[config.mk]
export PLATFORM = sky130hd
export DESIGN_NAME = cfg_access_port
export DESIGN_NICKNAME = d
export VERILOG_FILES = /design/src/rtl/cfgp_pkg.sv /design/src/rtl/cfg_addr_latch.sv /design/src/rtl/cfg_window_calc.sv /design/src/rtl/cfg_seq_fsm.sv /design/src/rtl/cfg_access_port.sv
export SDC_FILE = /design/constraint.sdc
export NUM_CORES = 1
export LEC_CHECK = 0
export ABC_AREA = 1
export BUFFER_PORTS_ARGS = -buffer_cell sky130_fd_sc_hd__buf_4
export CAP_MARGIN = 30
export CORE_UTILIZATION = 44
export DETAILED_ROUTE_END_ITERATION = 16
export PLACE_DENSITY = 0.68
export SLEW_MARGIN = 20
export SYNTH_ARGS = -nofsm -noshare
export SYNTH_HDL_FRONTEND = slang
export SYNTH_HIERARCHICAL = 1
export SYNTH_SLANG_ARGS = --single-unit
[constraint.sdc]
create_clock -name clk -period 2.35 [get_ports clk]
set_clock_uncertainty 0.15 [all_clocks]
set_input_delay 0.1175 -clock clk [delete_from_list [all_inputs] [get_ports clk]]
set_output_delay 0.1175 -clock clk [all_outputs]
set_load 0.01 [all_outputs]
[src/rtl/cfgp_pkg.sv]
package cfgp_pkg;

    localparam int unsigned WORD_W = 32;

    typedef enum logic [2:0] {
        ST_IDLE,
        ST_PROBE,
        ST_PROBE_F0,
        ST_ACCESS,
        ST_RESP
    } seq_state_t;

    localparam logic [1:0] OP_LOOKUP = 2'd0;
    localparam logic [1:0] OP_READ   = 2'd1;
    localparam logic [1:0] OP_WRITE  = 2'd2;

    localparam logic [WORD_W-1:0] ALL_ONES = '1;

    typedef struct packed {
        logic [7:0] bus;
        logic [7:0] devfn;
        logic [7:0] off;
    } cfg_target_t;

endpackage

[src/rtl/cfg_addr_latch.sv]
module cfg_addr_latch #(
    parameter int unsigned WIDTH = 32
) (
    input  logic             clk,
    input  logic             rst_n,
    input  logic             wr_en,
    input  logic [1:0]       wr_off,
    input  logic [2:0]       wr_size,
    input  logic [WIDTH-1:0] wr_data,
    output logic [WIDTH-1:0] q
);
    localparam logic [2:0] FULL_BYTES = 3'(WIDTH / 8);

    logic take;
    assign take = wr_en && (wr_off == 2'd0) && (wr_size == FULL_BYTES);

    always_ff @(posedge clk or negedge rst_n) begin
        if (!rst_n) q <= '0;
        else if (take) q <= wr_data;
    end

    // partial or misaligned writes leave the latch unchanged
    a_r2_drop_partial: assert property (@(posedge clk) disable iff (!rst_n)
        (wr_en && (wr_off != 2'd0 || wr_size != FULL_BYTES)) |=> $stable(q));

    // a full aligned write is taken as is
    a_r2_take_full: assert property (@(posedge clk) disable iff (!rst_n)
        (wr_en && wr_off == 2'd0 && wr_size == FULL_BYTES) |=> (q == $past(wr_data)));
endmodule

[src/rtl/cfg_window_calc.sv]
module cfg_window_calc
    import cfgp_pkg::*;
#(
    parameter int unsigned SPACE_LIMIT = 256
) (
    input  logic [WORD_W-1:0] latch_q,
    input  logic [1:0]        win_addr,
    input  logic [2:0]        req_size,
    output cfg_target_t       tgt,
    output logic              enabled,
    output logic              in_range,
    output logic [2:0]        len
);
    localparam int unsigned LIM_W = 9;
    localparam logic [LIM_W-1:0] LIM_V = LIM_W'(SPACE_LIMIT);
    localparam logic [2:0] MAX_LEN = 3'd4;

    logic [WORD_W-1:0] eff;
    logic [LIM_W-1:0]  rem;
    logic [2:0]        want;

    always_comb begin
        eff       = latch_q | {{(WORD_W-2){1'b0}}, win_addr};
        tgt.bus   = eff[23:16];
        tgt.devfn = eff[15:8];
        tgt.off   = eff[7:0];
        enabled   = latch_q[WORD_W-1];
        in_range  = {1'b0, tgt.off} < LIM_V;
        rem       = LIM_V - {1'b0, tgt.off};
        want      = (req_size > MAX_LEN) ? MAX_LEN : req_size;
        len       = (rem < {6'd0, want}) ? rem[2:0] : want;
    end
endmodule

[src/rtl/cfg_seq_fsm.sv]
module cfg_seq_fsm
    import cfgp_pkg::*;
(
    input  logic              clk,
    input  logic              rst_n,
    input  logic              cpu_req,
    input  logic              cpu_we,
    input  logic              cpu_sel,
    input  logic [WORD_W-1:0] cpu_wdata,
    input  logic [WORD_W-1:0] latch_q,
    input  cfg_target_t       tgt,
    input  logic              enabled,
    input  logic              in_range,
    input  logic [2:0]        len,
    output logic              cpu_rdy,
    output logic              cpu_rvalid,
    output logic [WORD_W-1:0] cpu_rdata,
    output logic              latch_wr,
    output logic              dn_req,
    output logic [1:0]        dn_op,
    output logic [7:0]        dn_bus,
    output logic [7:0]        dn_devfn,
    output logic [7:0]        dn_off,
    output logic [2:0]        dn_len,
    output logic [WORD_W-1:0] dn_wdata,
    input  logic              dn_ack,
    input  logic              dn_found,
    input  logic              dn_hotadd,
    input  logic [WORD_W-1:0] dn_rdata
);
    seq_state_t        state, nxt;
    cfg_target_t       tgt_q;
    logic [2:0]        len_q;
    logic              we_q;
    logic [WORD_W-1:0] wdata_q;
    logic [WORD_W-1:0] rdata_q;
    logic              accept;
    logic              win_ok;
    logic              nonzero_fn;
    seq_state_t        drop_to;

    assign accept     = cpu_req && (state == ST_IDLE);
    assign win_ok     = enabled && in_range;
    assign nonzero_fn = (tgt_q.devfn[2:0] != 3'd0);
    assign drop_to    = we_q ? ST_IDLE : ST_RESP;

    // next-state decision
    always_comb begin
        nxt = state;
        unique case (state)
            ST_IDLE: begin
                if (accept) begin
                    if (!cpu_sel)     nxt = cpu_we ? ST_IDLE : ST_RESP;
                    else if (!win_ok) nxt = cpu_we ? ST_IDLE : ST_RESP;
                    else              nxt = ST_PROBE;
                end
            end
            ST_PROBE: begin
                if (dn_ack) begin
                    if (!dn_found)                   nxt = drop_to;
                    else if (dn_hotadd && nonzero_fn) nxt = ST_PROBE_F0;
                    else                             nxt = ST_ACCESS;
                end
            end
            ST_PROBE_F0: begin
                if (dn_ack) nxt = dn_found ? ST_ACCESS : drop_to;
            end
            ST_ACCESS: begin
                if (dn_ack) nxt = drop_to;
            end
            ST_RESP: nxt = ST_IDLE;
            default: nxt = ST_IDLE;
        endcase
    end

    // state register and captured request
    always_ff @(posedge clk or negedge rst_n) begin
        if (!rst_n) begin
            state   <= ST_IDLE;
            tgt_q   <= '0;
            len_q   <= '0;
            we_q    <= 1'b0;
            wdata_q <= '0;
            rdata_q <= '0;
        end else begin
            state <= nxt;
            unique case (state)
                ST_IDLE: begin
                    if (accept) begin
                        tgt_q   <= tgt;
                        len_q   <= len;
                        we_q    <= cpu_we;
                        wdata_q <= cpu_wdata;
                        if (!cpu_sel)    rdata_q <= latch_q;
                        else if (!win_ok) rdata_q <= ALL_ONES;
                    end
                end
                ST_PROBE, ST_PROBE_F0: begin
                    if (dn_ack && !dn_found) rdata_q <= ALL_ONES;
                end
                ST_ACCESS: begin
                    if (dn_ack && !we_q) rdata_q <= dn_rdata;
                end
                ST_RESP: ;
                default: ;
            endcase
        end
    end

    // outputs
    always_comb begin
        cpu_rdy    = 1'b0;
        cpu_rvalid = 1'b0;
        cpu_rdata  = '0;
        latch_wr   = 1'b0;
        dn_req     = 1'b0;
        dn_op      = OP_LOOKUP;
        dn_bus     = tgt_q.bus;
        dn_devfn   = tgt_q.devfn;
        dn_off     = tgt_q.off;
        dn_len     = 3'd0;
        dn_wdata   = wdata_q;
        unique case (state)
            ST_IDLE: begin
                cpu_rdy  = 1'b1;
                latch_wr = accept && !cpu_sel && cpu_we;
            end
            ST_PROBE: dn_req = 1'b1;
            ST_PROBE_F0: begin
                dn_req   = 1'b1;
                dn_devfn = {tgt_q.devfn[7:3], 3'd0};
            end
            ST_ACCESS: begin
                dn_req = 1'b1;
                dn_op  = we_q ? OP_WRITE : OP_READ;
                dn_len = len_q;
            end
            ST_RESP: begin
                cpu_rvalid = 1'b1;
                cpu_rdata  = rdata_q;
            end
            default: ;
        endcase
    end

    // an outstanding request holds its fields until acknowledged
    a_r6_hold: assert property (@(posedge clk) disable iff (!rst_n)
        (dn_req && !dn_ack) |=> (dn_req && $stable(dn_op) && $stable(dn_bus)
                                 && $stable(dn_devfn) && $stable(dn_off) && $stable(dn_len)));

    // read data strobe lasts one cycle
    a_r11_rvalid_pulse: assert property (@(posedge clk) disable iff (!rst_n)
        cpu_rvalid |=> !cpu_rvalid);

    // hot-added function 0 goes straight to the access
    a_r10_fn0_single: assert property (@(posedge clk) disable iff (!rst_n)
        (state == ST_PROBE && dn_ack && dn_found && dn_hotadd && !nonzero_fn)
            |=> (state == ST_ACCESS));

    // a failed lookup never leads to an access request
    a_r7_absent: assert property (@(posedge clk) disable iff (!rst_n)
        (dn_req && dn_op == OP_LOOKUP && dn_ack && !dn_found) |=> !(dn_req && dn_op != OP_LOOKUP));
endmodule

[src/rtl/cfg_access_port.sv]
module cfg_access_port
    import cfgp_pkg::*;
#(
    parameter int unsigned SPACE_LIMIT = 256
) (
    input  logic        clk,
    input  logic        rst_n,
    input  logic        cpu_req,
    output logic        cpu_rdy,
    input  logic        cpu_we,
    input  logic        cpu_sel,
    input  logic [1:0]  cpu_addr,
    input  logic [2:0]  cpu_size,
    input  logic [31:0] cpu_wdata,
    output logic        cpu_rvalid,
    output logic [31:0] cpu_rdata,
    output logic        dn_req,
    output logic [1:0]  dn_op,
    output logic [7:0]  dn_bus,
    output logic [7:0]  dn_devfn,
    output logic [7:0]  dn_off,
    output logic [2:0]  dn_len,
    output logic [31:0] dn_wdata,
    input  logic        dn_ack,
    input  logic        dn_found,
    input  logic        dn_hotadd,
    input  logic [31:0] dn_rdata
);
    localparam int unsigned LIM_W = 9;
    localparam logic [LIM_W-1:0] LIM_V = LIM_W'(SPACE_LIMIT);

    logic [WORD_W-1:0] latch_q;
    logic              latch_wr;
    cfg_target_t       tgt;
    logic              enabled;
    logic              in_range;
    logic [2:0]        len;

    cfg_addr_latch #(.WIDTH(WORD_W)) u_latch (
        .clk     (clk),
        .rst_n   (rst_n),
        .wr_en   (latch_wr),
        .wr_off  (cpu_addr),
        .wr_size (cpu_size),
        .wr_data (cpu_wdata),
        .q       (latch_q)
    );

    cfg_window_calc #(.SPACE_LIMIT(SPACE_LIMIT)) u_calc (
        .latch_q  (latch_q),
        .win_addr (cpu_addr),
        .req_size (cpu_size),
        .tgt      (tgt),
        .enabled  (enabled),
        .in_range (in_range),
        .len      (len)
    );

    cfg_seq_fsm u_fsm (
        .clk        (clk),
        .rst_n      (rst_n),
        .cpu_req    (cpu_req),
        .cpu_we     (cpu_we),
        .cpu_sel    (cpu_sel),
        .cpu_wdata  (cpu_wdata),
        .latch_q    (latch_q),
        .tgt        (tgt),
        .enabled    (enabled),
        .in_range   (in_range),
        .len        (len),
        .cpu_rdy    (cpu_rdy),
        .cpu_rvalid (cpu_rvalid),
        .cpu_rdata  (cpu_rdata),
        .latch_wr   (latch_wr),
        .dn_req     (dn_req),
        .dn_op      (dn_op),
        .dn_bus     (dn_bus),
        .dn_devfn   (dn_devfn),
        .dn_off     (dn_off),
        .dn_len     (dn_len),
        .dn_wdata   (dn_wdata),
        .dn_ack     (dn_ack),
        .dn_found   (dn_found),
        .dn_hotadd  (dn_hotadd),
        .dn_rdata   (dn_rdata)
    );

    // no downstream traffic unless the latched enable is set
    a_r4_enable_gate: assert property (@(posedge clk) disable iff (!rst_n)
        dn_req |-> latch_q[WORD_W-1]);

    // downstream offsets always lie inside the space
    a_r8_in_space: assert property (@(posedge clk) disable iff (!rst_n)
        dn_req |-> ({1'b0, dn_off} < LIM_V));

    // an access never runs past the space limit
    a_r9_clip: assert property (@(posedge clk) disable iff (!rst_n)
        (dn_req && dn_op != OP_LOOKUP) |-> (({1'b0, dn_off} + {6'd0, dn_len}) <= LIM_V
                                            && dn_len <= 3'd4 && dn_len != 3'd0));

    // the block is not ready while traffic is outstanding
    a_r11_busy: assert property (@(posedge clk) disable iff (!rst_n)
        dn_req |-> !cpu_rdy);
endmodule

==> reports/results.txt <==
fmax: 462 MHz
vias in the first global route: 5656
Seq/Total Area, Yosys: 0.486
Design Area, Final: 9010 sq um
Setup CP Type: flip-flop to output pin
outcome: completed
H-Tree Level Count: 4
CP Capture Type: output pin
crit path to: dn_op[0]
FF-to-FF End: u_fsm/len_q[1]$_DFFE_PN0P_
Worst EP arrival: 1900 ps
max incr delay on CP: 480 ps
Max VDD drop: 0.402 mV
drt first pass iters: 7
core area: 14500 sq um
Fin. Hold Viols: 0
crit start category: flip-flop
drt initial violations: 451
largest net degree at the start of global routing: 68
cells along the critical path: nand2_1 -> nor2_2 -> buf_4 -> nand2_1 -> inv_1 -> buf_4
Synth top cells by count: 371 x nand2_1, 127 x dfrtp_1, 72 x nand3_1
Die ar.: 15300 sq um
layout cells sized above 1: 0.222
routability cong.: 0.923
Post-Route WL: 18300 microns
worst relative slew slack: 0.644
maxcap violations: 0
Static Leak: 5.02 nW
Seq pwr share: 0.401
final worst path period share: 0.920
launch point of the critical path: u_fsm/state[1]$_DFFE_PN0P_
CP Data Required Time: 2080 ps
Int Pwr: 4.86 mW
Post-synth EDFFs: 0
Die Y: 124 microns
Placed Area: 7680 sq um
class of the tightest hold or removal check: input pin to flip-flop
DR WL/cell: 14.5 microns
vias per cell: 4.89
Post-Syn Nets: 957
# nets final: 1151
Synth Cell Area: 6540 sq um
drt drc: 0
synth top area cells: dfrtp_1 49%, nand2_1 21%, nand3_1 5.5%
ys async rst share: 1.00
biggest area consumer among synthesized cells: dfrtp_1
Max Root-Sink Buffers: 2
Power Dens Cells: 753 nW/um^2
Post-synth top flop: dfrtp_1
CTS root buf: clkbuf_16
Final HPWL DP: 12100 microns
first-pass GRT wire length: 28700 microns
clock slew at reported path FFs: 50 ps
TritonCTS clock tree: done
Clock Sinks: 127
Mapped Cells: 878
Ports: 173
actual slew at the worst max-slew pin: 534 ps
Final Setup Violations: 0
crit path max fanout: 33
reg-to-reg critical path startpoint: u_latch/q[0]$_DFFE_PN0P_
Tot GR Track Use: 0.248
Antenna Nets Post-Route: 0
unrepaired setup endpoints after global routing: false
P&R area growth vs syn: 37.9%
vias: 6191
die width: 124 microns
Reg2Reg Depth: 13
Yosys Warn Count: 6
R2R Setup Slk: 240 ps
Sw Share: 0.284
setup TNS: 0 ps
clock group share of total power: 0.378
post-synth cell types: 22
CP max-delay cell: dfrtp_1
total global routing overflow: 0
Multi-input gate area: 2530 sq um
Avg Synthesized Cell Area: 7.44 sq um
Starting Density: 0.450
Logic pwr share: 0.221
initial antenna violation count: 0
minimum clock period: 2160 ps
row count: 44
Port Buf Inserts: 172
fill count: 1310
Slew Limit Fails: 0
CTS buffer count: 17
Worst-Skew Late Latency: 420 ps
synthesized flop and latch total: 127
ant diodes: 0
register area: 3180 sq um
most frequent cell after synthesis: nand2_1
Synth top area share: 0.486
P_sw: 1.93 mW
-- layout make-up --
type,count,share of cell area
flip-flops and latches,127,0.353
well taps,184,0.0255
clock inverters,6,0.00916
repair buffers,269,0.248
clock buffers,24,0.0546
multi-input cells,587,0.281
inverters,70,0.0292
-- registers in the layout, summed over array words and instances (netlist names) --
| name | count |
|---|---|
| u_fsm/dn_off | 8 |
| u_fsm/dn_wdata | 32 |
| u_fsm/we_q | 1 |
| u_latch/q | 32 |
| u_fsm/tgt_q | 8 |
| u_fsm/rdata_q | 32 |
| u_fsm/state | 3 |
| u_fsm/len_q | 3 |
| u_fsm/dn_bus | 8 |
-- layer usage --
layer / part of all wire / track usage / wire (microns) / up-vias
met5: 0 / 0 / 0 / -
met4: 0.018 / 0.0941 / 331 / 0
met3: 0.066 / 0.0545 / 1220 / 30
met2: 0.46 / 0.367 / 8330 / 241
met1: 0.46 / 0.352 / 8430 / 2840
li1: - / - / - / 3080
-- worst max-delay path: cells and delay by family (launching register included) --
family / cells / cell delay [ps]
AND/OR/NAND/NOR: 3 / 430
buffers and inverters: 3 / 570
flip-flops: 1 / 480
-- how the worst min path moves through the flow --
stage | start | endpoint | cells past startpoint
after floorplan | rst_n | u_fsm/dn_bus[0]$_DFFE_PN0P_ | 0
after global placement | rst_n | u_fsm/rdata_q[25]$_DFFE_PN0P_ | 1
after detailed placement | rst_n | u_fsm/rdata_q[25]$_DFFE_PN0P_ | 1
after CTS | cpu_size[1] | u_fsm/len_q[1]$_DFFE_PN0P_ | 7
after global routing | cpu_req | u_fsm/we_q$_DFFE_PN0P_ | 5
final | cpu_size[1] | u_fsm/len_q[1]$_DFFE_PN0P_ | 7
-- cell usage in the layout, fill, tap and decap left out, drive strengths merged, types with 2 or more instances in the layout --
cell type	netlist	final
bufinv	0	2
ha	2	2
o21ai	41	41
buf	78	193
nand3	74	74
clkinv	0	3
nand4	35	35
dlygate4sd3	0	76
inv	70	70
clkbuf	16	24
dfrtp	127	127
nand2	373	373
nor2	58	58
-- per-stage QoR --
stage	hold slack, ps	worst slack [ps]	std cells	total power [mW]	utilization
floorplan	-328	324	878	3.55	-
global placement	-35.3	346	1161	4.12	0.528
detailed placement	-32.9	262	1161	4.15	0.528
CTS	2.10	222	1267	6.83	0.620
global route	51.3	16.0	1267	7.15	0.620
finish	21.5	187	1267	6.79	0.620
-- power by group through the flow --
stage | combinational [mW] | sequential (mW) | clock, mW
2_1_floorplan | 0.800 | 2.75 | 0
3_3_place_gp | 1.37 | 2.75 | 0
3_5_place_dp | 1.40 | 2.75 | 0
4_1_cts | 1.50 | 2.72 | 2.61
5_1_grt | 1.68 | 2.76 | 2.71
6_report | 1.50 | 2.72 | 2.57
-- logic make-up after synthesis --
family / after synthesis / share of synthesized area
flip-flops: 127 / 0.486
buffers and inverters: 164 / 0.127
AND/OR/NAND/NOR: 542 / 0.349
other: 1 / 0.000574
adder cells (fa/ha/maj): 2 / 0.00383
AO/OA/AOI/OAI: 42 / 0.0327
-- repair_timing --
item                      CTS  global route
hold endpoints to repair  157             0
hold buffers               76             0
gates resized for setup     0             0
buffers inserted            0             0
(Power assumes the default switching activity.)
